**src/rtl/pbc_pkg.sv**
```systemverilog
package pbc_pkg;
  typedef enum logic [1:0] {
    OP_SETB  = 2'd0,
    OP_CKLO  = 2'd1,
    OP_CKUP  = 2'd2,
    OP_CKUPN = 2'd3
  } pbc_op_e;

  localparam int STAT_W = 2;
  localparam logic [STAT_W-1:0] STAT_NONE    = 2'd0;
  localparam logic [STAT_W-1:0] STAT_CHKFAIL = 2'd1;
endpackage

```
**src/rtl/pbc_bank.sv**
```systemverilog
module pbc_bank #(
  parameter int NUM_REGS = 4,
  parameter int ADDR_W   = 64,
  localparam int IDX_W   = (NUM_REGS > 1) ? $clog2(NUM_REGS) : 1
) (
  input  logic              clk,
  input  logic              rst_n,
  input  logic              wr_en,
  input  logic [IDX_W-1:0]  wr_idx,
  input  logic [ADDR_W-1:0] wr_lo,
  input  logic [ADDR_W-1:0] wr_hi,
  input  logic [IDX_W-1:0]  rd_idx,
  output logic [ADDR_W-1:0] rd_lo,
  output logic [ADDR_W-1:0] rd_hi
);
  logic [ADDR_W-1:0] lo_q [NUM_REGS];
  logic [ADDR_W-1:0] hi_q [NUM_REGS];

  for (genvar g = 0; g < NUM_REGS; g++) begin : g_entry
    logic hit;
    assign hit = wr_en && (wr_idx == IDX_W'(g));
    always_ff @(posedge clk) begin
      if (!rst_n) begin
        lo_q[g] <= '0;
        hi_q[g] <= '1;
      end else if (hit) begin
        lo_q[g] <= wr_lo;
        hi_q[g] <= wr_hi;
      end
    end
  end

  assign rd_lo = lo_q[rd_idx];
  assign rd_hi = hi_q[rd_idx];
endmodule

```
**src/rtl/pbc_cmp.sv**
```systemverilog
module pbc_cmp #(
  parameter int ADDR_W = 64
) (
  input  logic [ADDR_W-1:0] addr,
  input  logic [ADDR_W-1:0] lo,
  input  logic [ADDR_W-1:0] hi,
  output logic              lo_fail,
  output logic              up_fail
);
  function automatic logic under_floor(input logic [ADDR_W-1:0] a,
                                       input logic [ADDR_W-1:0] f);
    return a < f;
  endfunction

  function automatic logic past_ceiling(input logic [ADDR_W-1:0] a,
                                        input logic [ADDR_W-1:0] c);
    return !(a < c);
  endfunction

  assign lo_fail = under_floor(addr, lo);
  assign up_fail = past_ceiling(addr, hi);
endmodule

```
**src/rtl/pbc_resp.sv**
```systemverilog
module pbc_resp
  import pbc_pkg::*;
#(
  parameter int ADDR_W = 64
) (
  input  logic              clk,
  input  logic              rst_n,
  input  logic              ud_in,
  input  logic              fault_in,
  input  logic              fault_lo_in,
  input  logic              stat_wr_in,
  input  logic [ADDR_W-1:0] stat_addr_in,
  output logic              fault_o,
  output logic [1:0]        fault_code_o,
  output logic              ud_o,
  output logic [STAT_W-1:0] status_code_o,
  output logic [ADDR_W-1:0] status_addr_o
);
  always_ff @(posedge clk) begin
    if (!rst_n) begin
      fault_o       <= 1'b0;
      fault_code_o  <= 2'b00;
      ud_o          <= 1'b0;
      status_code_o <= STAT_NONE;
      status_addr_o <= '0;
    end else begin
      fault_o      <= fault_in;
      fault_code_o <= fault_in ? {1'b1, fault_lo_in} : 2'b00;
      ud_o         <= ud_in;
      if (stat_wr_in) begin
        status_code_o <= STAT_CHKFAIL;
        status_addr_o <= stat_addr_in;
      end
    end
  end
endmodule

```
**src/rtl/ptr_bounds_unit.sv**
```systemverilog
module ptr_bounds_unit
  import pbc_pkg::*;
#(
  parameter int NUM_REGS = 4,
  parameter int ADDR_W   = 64,
  localparam int IDX_W   = (NUM_REGS > 1) ? $clog2(NUM_REGS) : 1
) (
  input  logic              clk,
  input  logic              rst_n,
  input  logic              en_i,
  input  logic              vld_i,
  input  logic [1:0]        op_i,
  input  logic [IDX_W-1:0]  idx_i,
  input  logic [ADDR_W-1:0] addr_i,
  input  logic [ADDR_W-1:0] limit_i,
  output logic              fault_o,
  output logic [1:0]        fault_code_o,
  output logic              ud_o,
  output logic [STAT_W-1:0] status_code_o,
  output logic [ADDR_W-1:0] status_addr_o
);
  pbc_op_e op;
  assign op = pbc_op_e'(op_i);

  logic              act_w;
  logic              wr_w;
  logic              ud_w;
  logic              lo_fail_w, up_fail_w;
  logic              chk_lo_viol_w, chk_up_viol_w;
  logic              fault_w, stat_wr_w;
  logic [ADDR_W-1:0] sel_lo_w, sel_hi_w;

  assign act_w = vld_i && en_i;
  assign ud_w  = vld_i && !en_i;
  assign wr_w  = act_w && (op == OP_SETB);

  pbc_bank #(.NUM_REGS(NUM_REGS), .ADDR_W(ADDR_W)) u_bank (
    .clk    (clk),
    .rst_n  (rst_n),
    .wr_en  (wr_w),
    .wr_idx (idx_i),
    .wr_lo  (addr_i),
    .wr_hi  (limit_i),
    .rd_idx (idx_i),
    .rd_lo  (sel_lo_w),
    .rd_hi  (sel_hi_w)
  );

  pbc_cmp #(.ADDR_W(ADDR_W)) u_cmp (
    .addr    (addr_i),
    .lo      (sel_lo_w),
    .hi      (sel_hi_w),
    .lo_fail (lo_fail_w),
    .up_fail (up_fail_w)
  );

  assign chk_lo_viol_w = act_w && (op == OP_CKLO) && lo_fail_w;
  assign chk_up_viol_w = act_w && ((op == OP_CKUP) || (op == OP_CKUPN)) && up_fail_w;
  assign fault_w       = chk_lo_viol_w || (chk_up_viol_w && (op == OP_CKUP));
  assign stat_wr_w     = chk_lo_viol_w || chk_up_viol_w;

  pbc_resp #(.ADDR_W(ADDR_W)) u_resp (
    .clk           (clk),
    .rst_n         (rst_n),
    .ud_in         (ud_w),
    .fault_in      (fault_w),
    .fault_lo_in   (chk_lo_viol_w),
    .stat_wr_in    (stat_wr_w),
    .stat_addr_in  (addr_i),
    .fault_o       (fault_o),
    .fault_code_o  (fault_code_o),
    .ud_o          (ud_o),
    .status_code_o (status_code_o),
    .status_addr_o (status_addr_o)
  );
endmodule

```
**config.mk**
```make
export PLATFORM = sky130hd
export DESIGN_NAME = ptr_bounds_unit
export DESIGN_NICKNAME = d
export VERILOG_FILES = /design/src/rtl/pbc_pkg.sv /design/src/rtl/pbc_bank.sv /design/src/rtl/pbc_cmp.sv /design/src/rtl/pbc_resp.sv /design/src/rtl/ptr_bounds_unit.sv
export SDC_FILE = /design/constraint.sdc
export NUM_CORES = 1
export LEC_CHECK = 0
export BUFFER_PORTS_ARGS = -buffer_cell sky130_fd_sc_hd__clkbuf_2
export CORE_MARGIN = 2
export CORE_UTILIZATION = 50
export CTS_CLUSTER_DIAMETER = 30
export DETAILED_ROUTE_END_ITERATION = 7
export HOLD_SLACK_MARGIN = 0.06
export PLACE_DENSITY = 0.67
export SLEW_MARGIN = 20
export SYNTH_ARGS = -nofsm -noshare
export SYNTH_HDL_FRONTEND = slang
export SYNTH_SLANG_ARGS = --single-unit
```
**constraint.sdc**
```tcl
create_clock -name clk -period 14.6 [get_ports clk]
set_clock_uncertainty 0.15 [all_clocks]
set_input_delay 2.92 -clock clk [delete_from_list [all_inputs] [get_ports clk]]
set_output_delay 2.92 -clock clk [all_outputs]
set_load 0.02 [all_outputs]
```
* Yosys cells after proc, flatten, opt, wreduce, memory -nomap -nowiden *
Memory sizes are Yosys's and may differ from the RTL's.
Index checks and enable logic that the tools add are counted.
Widths: inputs -> output; s select.

cells by class
  $lt $le $gt $ge = 2
  div/mod/pow operators = 0
  bitwise logic cells = 8
  add/subtract/negate cells = 0
  muxes and demuxes = 22
  shift-type cells = 0
  equal/unequal tests = 6
  multipliers = 0
  reductions and logical operators = 20

operator list
  kind                count
  $mux 64             8
  $lt 64x64->1        2
  $mux 1              13
  $logic_and 1x1->1   12
  $eq 2x2->1 const B  4
  $or 1x1->1          8
  $eq 2x1->1 const B  2
  $logic_not 2->1     2
  $logic_or 1x1->1    3
  $logic_not 1->1     2
  $mux 2              1
  $reduce_and 2->1    1

storage, ports and cells
  bits in registers = 69
  bits of input ports = 136
  latch bits = 0
  memories = 2
  ROM bits = 0
  logic and storage cells = 66
  output and inout bits = 70
  memory bits (writable) = 512

memory list
  name         words  width  rd ports  clocked after memory_dff  wr ports  line            source
  u_bank.hi_q  4      64     1         0                         4         pbc_bank.sv:17  logic [ADDR_W-1:0] hi_q [NUM_REGS];
  u_bank.lo_q  4      64     1         0                         4         pbc_bank.sv:16  logic [ADDR_W-1:0] lo_q [NUM_REGS];

* Longest topological paths before layout *
Gate-level depths: netlist of the first run.

  word-level depth = 7
  depth in mapped cells = 15
  depth with buffers taken out = 10

* Modules after synthesis *
A second synthesis of the first run with hierarchy kept.

second synthesis, totals
  cells, all modules = 1919
  area total of the unflattened synthesis = 27709.1 sq um

by module, submodules not included
  module           cells each  times used  seq. area each (sq um)  area an instance (sq um)
  pbc_bank         1247        1           15374.7                 21934.8
  pbc_cmp          446         1           0.0                     3145.5
  pbc_resp         217         1           1361.3                  2568.7
  ptr_bounds_unit  9           1           0.0                     60.1

* Worst setup path before layout of the first run *
No wires, ideal clock.

  path type = input to register
  start = input en_i
  end = memory u_bank.hi_q[0][0] (enable)
  path buffers = 3
  setup slack = 951 ps
  required time = 13658 ps
  arrival time = 12707 ps
  cell stages on the path = 7
  library setup time = 792 ps
  cell sequence = nand2_1 > nor3_1 > nand2b_1 > clkbuf_1 > clkbuf_1 > clkbuf_1 > o21ai_0

RTL lines
  element      line                   source
  from (decl)  ptr_bounds_unit.sv:10  input logic en_i,
  to (decl)    pbc_bank.sv:17

* Worst setup path in the final report of the first run *
  start = input idx_i[0]
  end = register u_resp.status_addr_o[49]

between the ends
  word-level cells in the longest chain between the ends = 5
  elaborated cells between the ends (all ways) = 8
  those cells by class = order compare (2); reduce/logical (4); memory (2)

ends and longest elaborated chain
  element               line                   source
  from (decl)           ptr_bounds_unit.sv:13  input logic [IDX_W-1:0] idx_i,
  $mem_v2 4x64          n/a
  $lt 64x64->1          pbc_cmp.sv:17          return !(a < c);
  $logic_not 1->1       pbc_cmp.sv:17
  $logic_and 1x1->1     ptr_bounds_unit.sv:58  assign chk_up_viol_w = act_w && ((op == OP_CKUP) || (op == OP_CKUPN)) && up_fail_w;
  $logic_or 1x1->1 *    ptr_bounds_unit.sv:60  assign stat_wr_w = chk_lo_viol_w || chk_up_viol_w;
  to (signal assigned)  pbc_resp.sv:32         status_addr_o <= stat_addr_in;
  to (decl)             pbc_resp.sv:17         output logic [ADDR_W-1:0] status_addr_o

Mark *: on every way between the ends. The rest lies on a longest branch, timed or not.
A chain may end at the register's enable or synchronous reset.

==> flow_summary.ini, run 1 <==
[status]
status = finished, final reports clean

[sta]
final_max_slew_viol_count = 0
layout_setup_ws_ps = 6414
maxSlewHeadroom_pct = 25.36
fin_setup_tns_ps = 0
holdWs_ps = 305.8
worst_pin_slew_ps = 1120
finalSetupViolations = 0
hold_viol_final = 0
fmax_mhz = 122.2
fin_crit_ps = 8186
fin_crit_sh_pct = 56.07
grt_setup_unrepaired = false

[global_route]
grt_pass1_wl_um = 104800
grt_max_degree = 133
overflow = 0
antenna_found_initial = 9
track_usage_pct = 24.11
grt_pass1_vias = 18250

[route]
remaining_drc_errors = 0
wl_um = 67360
wl_per_cell_um = 21.82
drt-vias-per-instance = 5.612
dr_total_vias = 17330
antenna_left = 0
firstDrtPassIters = 7
drtIter0Drc = 1370

[die]
design.core.area_um2 = 54990
initial_core_util_pct = 50.52
design.die.area_um2 = 57460
die_y_um = 239.7
ioPinCount = 206
rows = 86
dieWidth_um = 239.7

[critical_path]
cp.arrival_ps = 8600
rrSetupSlack_ps = 10410
start_kind = input port
critPathMaxFanout = 41
path_class = input port to register
timing.rr.start = u_bank.lo_q[3][62]$_SDFFCE_PN0P_
r2r_end = u_resp.status_addr_o[49]$_SDFFE_PN0P_
required_ps = 15010
crit_start = idx_i[0]
worst_setup_path_end_kind = register
r2r.worst_path.cells = 10

[clock_network]
cts-root-buf = clkbuf_16
clock_latency_ps = 660
cts_setup_buffers = 0
clockBufferDepth = 3
clkSinkCount = 580
cts_max_level = 3
clk_pin_slew_ps = 50
post_cts_resized = 0
hold_buffers = 0
cts_tree = done
cts_inserted_buffers = 118

[place]
io_buffers = 204
hpwl_um = 38900
gpl.final_weighted_congestion = 0.7683
dpl_worst_slack_ps = 5776
dpl_cell_area_um2 = 29530
dp.cells = 2863

[power_and_ir_drop]
powerDensity_nw_per_um2 = 146.8
p_leak_nw = 13.04
power.total_mw = 4.923
vdd_drop_max_uv = 97.35

[synthesis]
synthFlopType = edfxtp_1
synth_edf_count = 512
ys.warnings.count = 0
postSynthCellCount = 2021
synth_seq_cells = 580
ys_types = 49
syn-num-nets = 2283
avgSynthCellArea_um2 = 13.74
synth_seq_area_share_pct = 60.25
synth_area_um2 = 27780
async_flop_share_pct = 0

[final_layout]
final_nets = 2499
filler_cell_count = 4187
final_cell_mix = 512 x edfxtp_1, 257 x or3_1, 252 x and2_1, 201 x clkbuf_2, 158 x nand2_1
instances_no_fill = 3087
final_cell_area_um2 = 33520
final_common_cell = edfxtp_1
area_growth_pct = 20.68
drive_gt1_share_pct = 23.87
final_util_pct = 60.97

[hold_path]
min_to = u_resp.status_addr_o[38]$_SDFFE_PN0P_
whs_path_depth = 2
worstHoldStart = u_resp.status_addr_o[38]$_SDFFE_PN0P_
holdCritPathClass = register to register

[job]
maxCapViolCount = 0
## critical path, cell delays in order
cell,delay [ps]
clkbuf_8,340
buf_4,710
buf_4,840
mux4_2,630
inv_1,90
ha_1,130
and4_1,210
nand4_1,140
nor3_1,900
o41ai_2,330
a211oi_4,320
buf_4,570
mux2i_1,290
## Yosys cell counts, drive strengths merged, types with 3 or more instances
master / count / share of area (%)
nor3: 9 / 0.16
a21oi: 44 / 0.79
nand3: 11 / 0.20
nor2: 16 / 0.22
a21o: 8 / 0.22
o21a: 3 / 0.081
nor4: 3 / 0.068
buf: 24 / 0.49
edfxtp: 512 / 55
a221oi: 3 / 0.095
mux4: 128 / 10
mux2i: 64 / 2.3
and2: 253 / 5.7
and4: 5 / 0.16
nand2: 161 / 2.2
or3: 257 / 5.8
ha: 126 / 5.7
a211oi: 8 / 0.23
nand4: 21 / 0.47
inv: 133 / 1.8
clkbuf: 110 / 1.5
nor2b: 6 / 0.14
o21ai: 25 / 0.45
dfxtp: 68 / 4.9
## layer usage
layer | GRT usage [%] | routed length (µm) | vias to the layer above
met2 | 40.17 | 32980 | 481
met5 | 0 | 97 | -
met3 | 5.486 | 4162 | 121
met1 | 31.29 | 28520 | 8739
met4 | 7.992 | 1598 | 14
li1 | - | - | 7970
## flip-flops by register name (all words and copies together) (netlist names)
name and cells:
u_bank.lo_q 256, u_resp.ud_o 1, u_resp.status_addr_o 64, u_resp.fault_code_o 1
u_resp.fault_o 1, u_bank.hi_q 256, u_resp.status_code_o 1
## worst max path at each step
stage,end,cells past startpoint,slack [ps]
2_1_floorplan,u_bank.hi_q[0][0]$_SDFFCE_PN1P_,7,950
3_3_place_gp,u_resp.status_addr_o[58]$_SDFFE_PN0P_,13,5880
3_5_place_dp,u_resp.status_addr_o[49]$_SDFFE_PN0P_,13,5780
4_1_cts,u_resp.status_addr_o[49]$_SDFFE_PN0P_,13,6440
5_1_grt,u_resp.status_addr_o[59]$_SDFFE_PN0P_,13,6090
6_report,u_resp.status_addr_o[49]$_SDFFE_PN0P_,13,6410
## power by group
part / total, mW / switching, mW / leakage, nW / internal, mW
combinational: 0.374 / 0.225 / 5.57 / 0.149
sequential: 1.92 / 0.0249 / 5.57 / 1.90
clock: 2.63 / 0.873 / 1.90 / 1.75
total: 4.92 / 1.12 / 13.0 / 3.80
## logic make-up after synthesis
family          Yosys count  synth area share, %
flops                   580                60.25
fa+ha+maj               126                5.675
simple gates            746                15.18
mux                     192                12.68
buf+inv                 267                3.770
compound gates          109                2.432
other cells               1              0.01350
## cell type report
cell class                      count  area [µm²]  area share (%)
Sequential cell                   580       16740           49.92
Inverter                          133       499.2           1.489
Clock inverter                     84       850.8           2.538
Multi-Input combinational cell   1174       10120           30.18
Clock buffer                      137        3097           9.237
Timing Repair Buffer              230        1286           3.837
Antenna cell                        1       2.502        0.007465
Tap cell                          748       935.9           2.792
Power figures use the tool's default switching activity.
==> inputs of run 2 (changes only) <==
- ABC_AREA: not set -> 1
- PLACE_DENSITY: 0.67 -> 0.7
- clock period: 14.6 -> 6.91 ns (I/O delays scaled with it)
==> run 2 against run 1 <==
- worst setup slack worse by 4900 ps
- largest power group unchanged
- via count up 12%
- critical path depth up 5
- sequential share of layout area up 1.7 points
- highest routed layer unchanged
- clock power up 130%
- critical path type unchanged
- cell count up 9.1%
- critical endpoint is now u_resp.status_addr_o[44]$_SDFFE_PN0P_
- first-iteration DRC count up 35%
- synthesized cell count up 17%
==> flow_summary.ini, run 2 <==
[status]
status = finished, final reports clean

[sta]
fin_setup_tns_ps = 0
fin_crit_sh_pct = 77.80
fin_crit_ps = 5376
maxSlewHeadroom_pct = 25.86
grt_setup_unrepaired = false
final_max_slew_viol_count = 0
worst_pin_slew_ps = 1112
finalSetupViolations = 0
holdWs_ps = 386.9
hold_viol_final = 0
fmax_mhz = 186.0

[route]
drt-vias-per-instance = 5.764
wl_um = 72700
remaining_drc_errors = 0
drtIter0Drc = 1843
wl_per_cell_um = 21.58
antenna_left = 0
firstDrtPassIters = 5
dr_total_vias = 19420

[global_route]
grt_pass1_vias = 20230
antenna_found_initial = 1
grt_max_degree = 72
grt_pass1_wl_um = 112100
overflow = 0
track_usage_pct = 26.97

[clock_network]
hold_buffers = 0
cts-root-buf = clkbuf_16
cts_tree = done
clk_pin_slew_ps = 50
post_cts_resized = 0
clockBufferDepth = 3
clkSinkCount = 580
clock_latency_ps = 660
cts_inserted_buffers = 121
cts_max_level = 3
cts_setup_buffers = 0

[critical_path]
cp.arrival_ps = 5770
required_ps = 7300
worst_setup_path_end_kind = register
path_class = input port to register
slowest_delay_ps = 640
cpMostUsedCell = nand2_1
slowest_stage = nor4b_2
timing.rr.start = u_bank.hi_q[0][63]$_SDFFCE_PN1P_
start_kind = input port
crit_start = idx_i[0]
critPathMaxFanout = 66
critPathBufInv = 4
crit_path_cell_trace = clkbuf_2 > inv_2 > nor2_4 > buf_4 > a22o_1 > a221oi_1 > ha_1 > nand2_1 > nor4_1 > nor4b_2 > nand2_1 > nor2_1 > nand2_1 > nand2_1 > nand2_4 > buf_4 > a21oi_1 > nor2_1
crit_family = simple AND/OR/NAND/NOR gates

[hold_path]
holdCritPathClass = register to register
worstHoldStart = u_resp.status_addr_o[15]$_SDFFE_PN0P_

[synthesis]
synthFlopType = edfxtp_1
syn-num-nets = 2617
synth_area_um2 = 26260
avgSynthCellArea_um2 = 11.15
synth_area_leader_cell = edfxtp_1
synth_most_common_cell = edfxtp_1
synth_top_area_share_pct = 58.55
yosys-top-cells-area = edfxtp_1 59%, nand2_1 6.2%, ha_1 6.0%
async_flop_share_pct = 0
synth_seq_area_share_pct = 63.73
synth_edf_count = 512
ys_types = 33
synth_seq_cells = 580
postSynthCellCount = 2355
yosys-top-cells-count = 512 x edfxtp_1, 434 x nand2_1, 344 x nor2_1, 209 x inv_1
ys.warnings.count = 0

[power_and_ir_drop]
clkPwrFrac_pct = 55.3
powerDensity_nw_per_um2 = 340.8
combPwrFrac_pct = 7.6
power.total_mw = 11.04
netSwitchingFraction_pct = 23.10
p_leak_nw = 13.16
switchingPower_mw = 2.552
p_int_mw = 8.493
power_frac_seq_pct = 37.0
vdd_drop_max_uv = 214.5

[place]
dp.cells = 3141
io_buffers = 204
gpl.final_weighted_congestion = 0.8458
dpl_cell_area_um2 = 28050
hpwl_um = 43070

[final_layout]
final_nets = 2846
final_cell_area_um2 = 32400
instances_no_fill = 3369
drive_gt1_share_pct = 17.89
area_growth_pct = 23.39
final_cell_mix = 512 x edfxtp_1, 429 x nand2_1, 337 x nor2_1, 208 x inv_1, 203 x clkbuf_2
final_common_cell = edfxtp_1
diodes = 0
top_regs = u_bank.hi_q: 256 flops, u_bank.lo_q: 256 flops, u_resp.status_addr_o: 64 flops

[die]
design.core.area_um2 = 51610
die_y_um = 233.2
dieWidth_um = 233.2
ioPinCount = 206
initial_core_util_pct = 50.88
rows = 83
design.die.area_um2 = 54370

[job]
maxCapViolCount = 0
-- run 2: changes by cell type in the layout (fill, tap and decap cells not counted), moves of 82 or more --
cell	previous run	this run
nor2_1	12	337
nand2_1	158	429
or3_1	257	0
and2_1	252	0
mux4_2	128	0
a22o_1	0	126
a221oi_1	3	126
a21oi_1	44	126
-- run 2: final timing paths --
| check | slack [ps] | end | depth (start not counted) |
|---|---|---|---|
| setup reg to reg | 2650 | u_resp.status_addr_o[44]$_SDFFE_PN0P_ | 14 |
| hold / removal | 390 | u_resp.status_addr_o[15]$_SDFFE_PN0P_ | 4 |
| hold reg to reg | 390 | u_resp.status_addr_o[15]$_SDFFE_PN0P_ | 4 |
| setup / recovery | 1530 | u_resp.status_addr_o[44]$_SDFFE_PN0P_ | 18 |
-- run 2: cell families after synthesis --
family                   count (synthesis)  share of synthesized area [%]
adder cells (fa/ha/maj)                126                          6.003
flip-flops                             580                          63.73
AO/OA/AOI/OAI                          409                          11.63
AND/OR/NAND/NOR                        879                          13.19
buffers and inverters                  360                          5.427
other                                    1                        0.01428
-- run 2: area by class of cell --
| cell class | instances | area, µm² |
|---|---|---|
| Multi-Input combinational cell | 1415 | 8194 |
| Tap cell | 680 | 850.8 |
| Inverter | 215 | 814.5 |
| Timing Repair Buffer | 251 | 1451 |
| Fill cell | 3902 | 19210 |
| Sequential cell | 580 | 16740 |
| Clock inverter | 86 | 1170 |
| Clock buffer | 142 | 3187 |
-- run 2: per-layer routing --
layer	track usage, %	share of wire, %	vias up
li1	-	-	8862
met1	33.58	40	9561
met2	47.53	50	831
met3	4.443	7.2	162
met4	9.315	2.8	2
met5	0	0.015	-
-- run 2: power by group through the flow --
stage	sequential, mW	combinational [mW]	clock [mW]
finish	4.09	0.844	6.11
global route	4.10	0.935	6.31
CTS	4.09	0.844	6.14
detailed placement	4.15	0.833	0
global placement	4.14	0.813	0
floorplan	4.18	0.494	0
-- run 2: tightest hold or removal path, delay by kind of cell (launching register included) --
kind          cells  cell delay (ps)
flops             1              300
simple gates      3              140
buf+inv           1               50
-- run 2: per-stage QoR --
stage | util [%] | setup slack (ps)
global placement | 54.34 | 1111
detailed placement | 54.34 | 977.4
global route | 62.78 | 1227
finish | 62.78 | 1534
floorplan | - | 1522
CTS | 62.78 | 1636
==> inputs of run 3 (changes only) <==
- clock period: 6.91 -> 4.6 ns (I/O delays scaled with it)
==> run 3 against run 2 <==
- sequential share of layout area shrank 0.36 points
- critical path depth grew 1
- wire length shrank 0.77%
- global-route usage shrank 0.34 points
- first-iteration DRC count shrank 8.2%
- worst setup slack lost 1000 ps
- via count grew 0.31%
- register-to-register slack lost 1500 ps
- sequential power grew 50%
- cell count grew 0.21%
- largest power group unchanged
==> flow_summary.ini, run 3 (synthesized netlist as in run 2, its figures left out) <==
[critical_path]
start_kind = input port
critPathMaxFanout = 48
worst_setup_path_end_kind = register
r2r.worst_path.cells = 16
required_ps = 4990
cp.arrival_ps = 4490
path_class = input port to register

[die]
dieWidth_um = 233.2
rows = 83
ioPinCount = 206
die_y_um = 233.2
design.core.area_um2 = 51610
design.die.area_um2 = 54370
initial_core_util_pct = 50.88

[final_layout]
final_cell_area_um2 = 32630
area_growth_pct = 24.26
final_nets = 2853
filler_cell_count = 3847
final_cell_mix = 512 x edfxtp_1, 429 x nand2_1, 337 x nor2_1, 208 x inv_1, 203 x clkbuf_2
top_regs = u_bank.hi_q: 256 flops, u_bank.lo_q: 256 flops, u_resp.status_addr_o: 64 flops
drive_gt1_share_pct = 18.11
final_common_cell = edfxtp_1
instances_no_fill = 3376

[global_route]
track_usage_pct = 26.63
grt_pass1_vias = 20310
overflow = 0
grt_pass1_wl_um = 110600
grt_max_degree = 79
antenna_found_initial = 1

[route]
remaining_drc_errors = 0
dr_total_vias = 19480
antenna_left = 0
drtIter0Drc = 1692
drt-vias-per-instance = 5.770
firstDrtPassIters = 6
wl_um = 72140
wl_per_cell_um = 21.37

[clock_network]
cts_max_level = 3
clock_latency_ps = 660
cts_inserted_buffers = 118
post_cts_resized = 0
clockBufferDepth = 3
cts-root-buf = clkbuf_16
clk_pin_slew_ps = 50
hold_buffers = 0
cts_setup_buffers = 0
clkSinkCount = 580
cts_tree = done

[sta]
finalSetupViolations = 0
fmax_mhz = 243.9
final_max_slew_viol_count = 0
worst_pin_slew_ps = 980.9
grt_setup_unrepaired = false
hold_viol_final = 0
fin_crit_ps = 4101
fin_setup_tns_ps = 0
fin_crit_sh_pct = 89.15
maxSlewHeadroom_pct = 34.61

[place]
hpwl_um = 41950
io_buffers = 204
gpl.final_weighted_congestion = 0.8166
dp.cells = 3151
dpl_cell_area_um2 = 28380

[power_and_ir_drop]
p_leak_nw = 13.29
powerDensity_nw_per_um2 = 499.4
vdd_drop_max_uv = 325.8
power.total_mw = 16.29

[hold_path]
whs_path_depth = 2
holdCritPathClass = input port to register

[status]
status = finished, final reports clean

[job]
maxCapViolCount = 0
==> run 3: cell count changes in the layout (fill, tap and decap cells not counted), moves of 3 or more <==
cell / previous run / this run
buf_12: 6 / 25
buf_4: 42 / 33
bufinv_16: 24 / 15
clkbuf_16: 121 / 128
clkbuf_8: 8 / 11
clkinv_4: 8 / 16
inv_6: 7 / 3
clkinv_2: 23 / 20
inv_4: 1 / 5
clkinvlp_4: 16 / 9
==> run 3: final timing paths <==
check	startpoint	end	slack, ps
setup reg to reg	u_bank.hi_q[0][27]$_SDFFCE_PN1P_	u_resp.status_addr_o[18]$_SDFFE_PN0P_	1180
hold reg to reg	u_resp.status_addr_o[19]$_SDFFE_PN0P_	u_resp.status_addr_o[19]$_SDFFE_PN0P_	390
setup / recovery	idx_i[0]	u_resp.status_addr_o[18]$_SDFFE_PN0P_	500
hold / removal	en_i	u_resp.ud_o$_SDFF_PN0_	300
==> run 3: metrics by stage <==
stage	hold WS, ps	setup slack [ps]	utilization [%]
after global placement	373.9	-28.71	54.98
final	298.1	499.3	63.22
after CTS	270.9	589.5	63.22
after detailed placement	380.5	-126.4	54.98
after floorplan	462.2	-295.4	-
after global routing	291.1	327.3	63.22
==> run 3: area by class of cell <==
| type | count | area [µm²] | share of cell area, % |
|---|---|---|---|
| clock buffer | 150 | 3396 | 10.41 |
| antenna | 1 | 2.502 | 0.007669 |
| timing repair buffer | 261 | 1764 | 5.406 |
| multi-input combinational | 1415 | 8212 | 25.16 |
| sequential | 580 | 16740 | 51.29 |
| inverter | 215 | 813.3 | 2.492 |
| tap | 680 | 850.8 | 2.607 |
| clock inverter | 74 | 857.1 | 2.627 |
==> run 3: metal layers <==
metal  up-vias  GRT usage (%)  routed length, µm  share of wire (%)
met5         -              0                  0                  0
met4         0          11.66               2350                3.3
met3       152          4.724               5549                7.7
met2       862          46.58              36120                 50
met1      9576          32.24              28120                 39
li1       8889              -                  -                  -
==> run 3: where the power goes <==
part | total, mW | switching [mW] | internal [mW]
Sequential | 6.14 | 0.100 | 6.04
Clock | 8.87 | 2.83 | 6.04
Combinational | 1.29 | 0.832 | 0.460
Total | 16.3 | 3.76 | 12.5
==> run 3: critical path, cell delays in order <==
cell      delay (ps)
clkbuf_2         170
nor2_4           450
buf_12           340
a22o_1           200
a221oi_1          50
ha_1             310
a21oi_1          220
o21ai_0          140
nand2_1           80
o211ai_1         150
nand2_1          100
nand3b_1         150
a21oi_1          240
nand2_1          130
nand2_4          140
buf_4            380
nand3_1          150
nand2_1           90
nor2_1            50
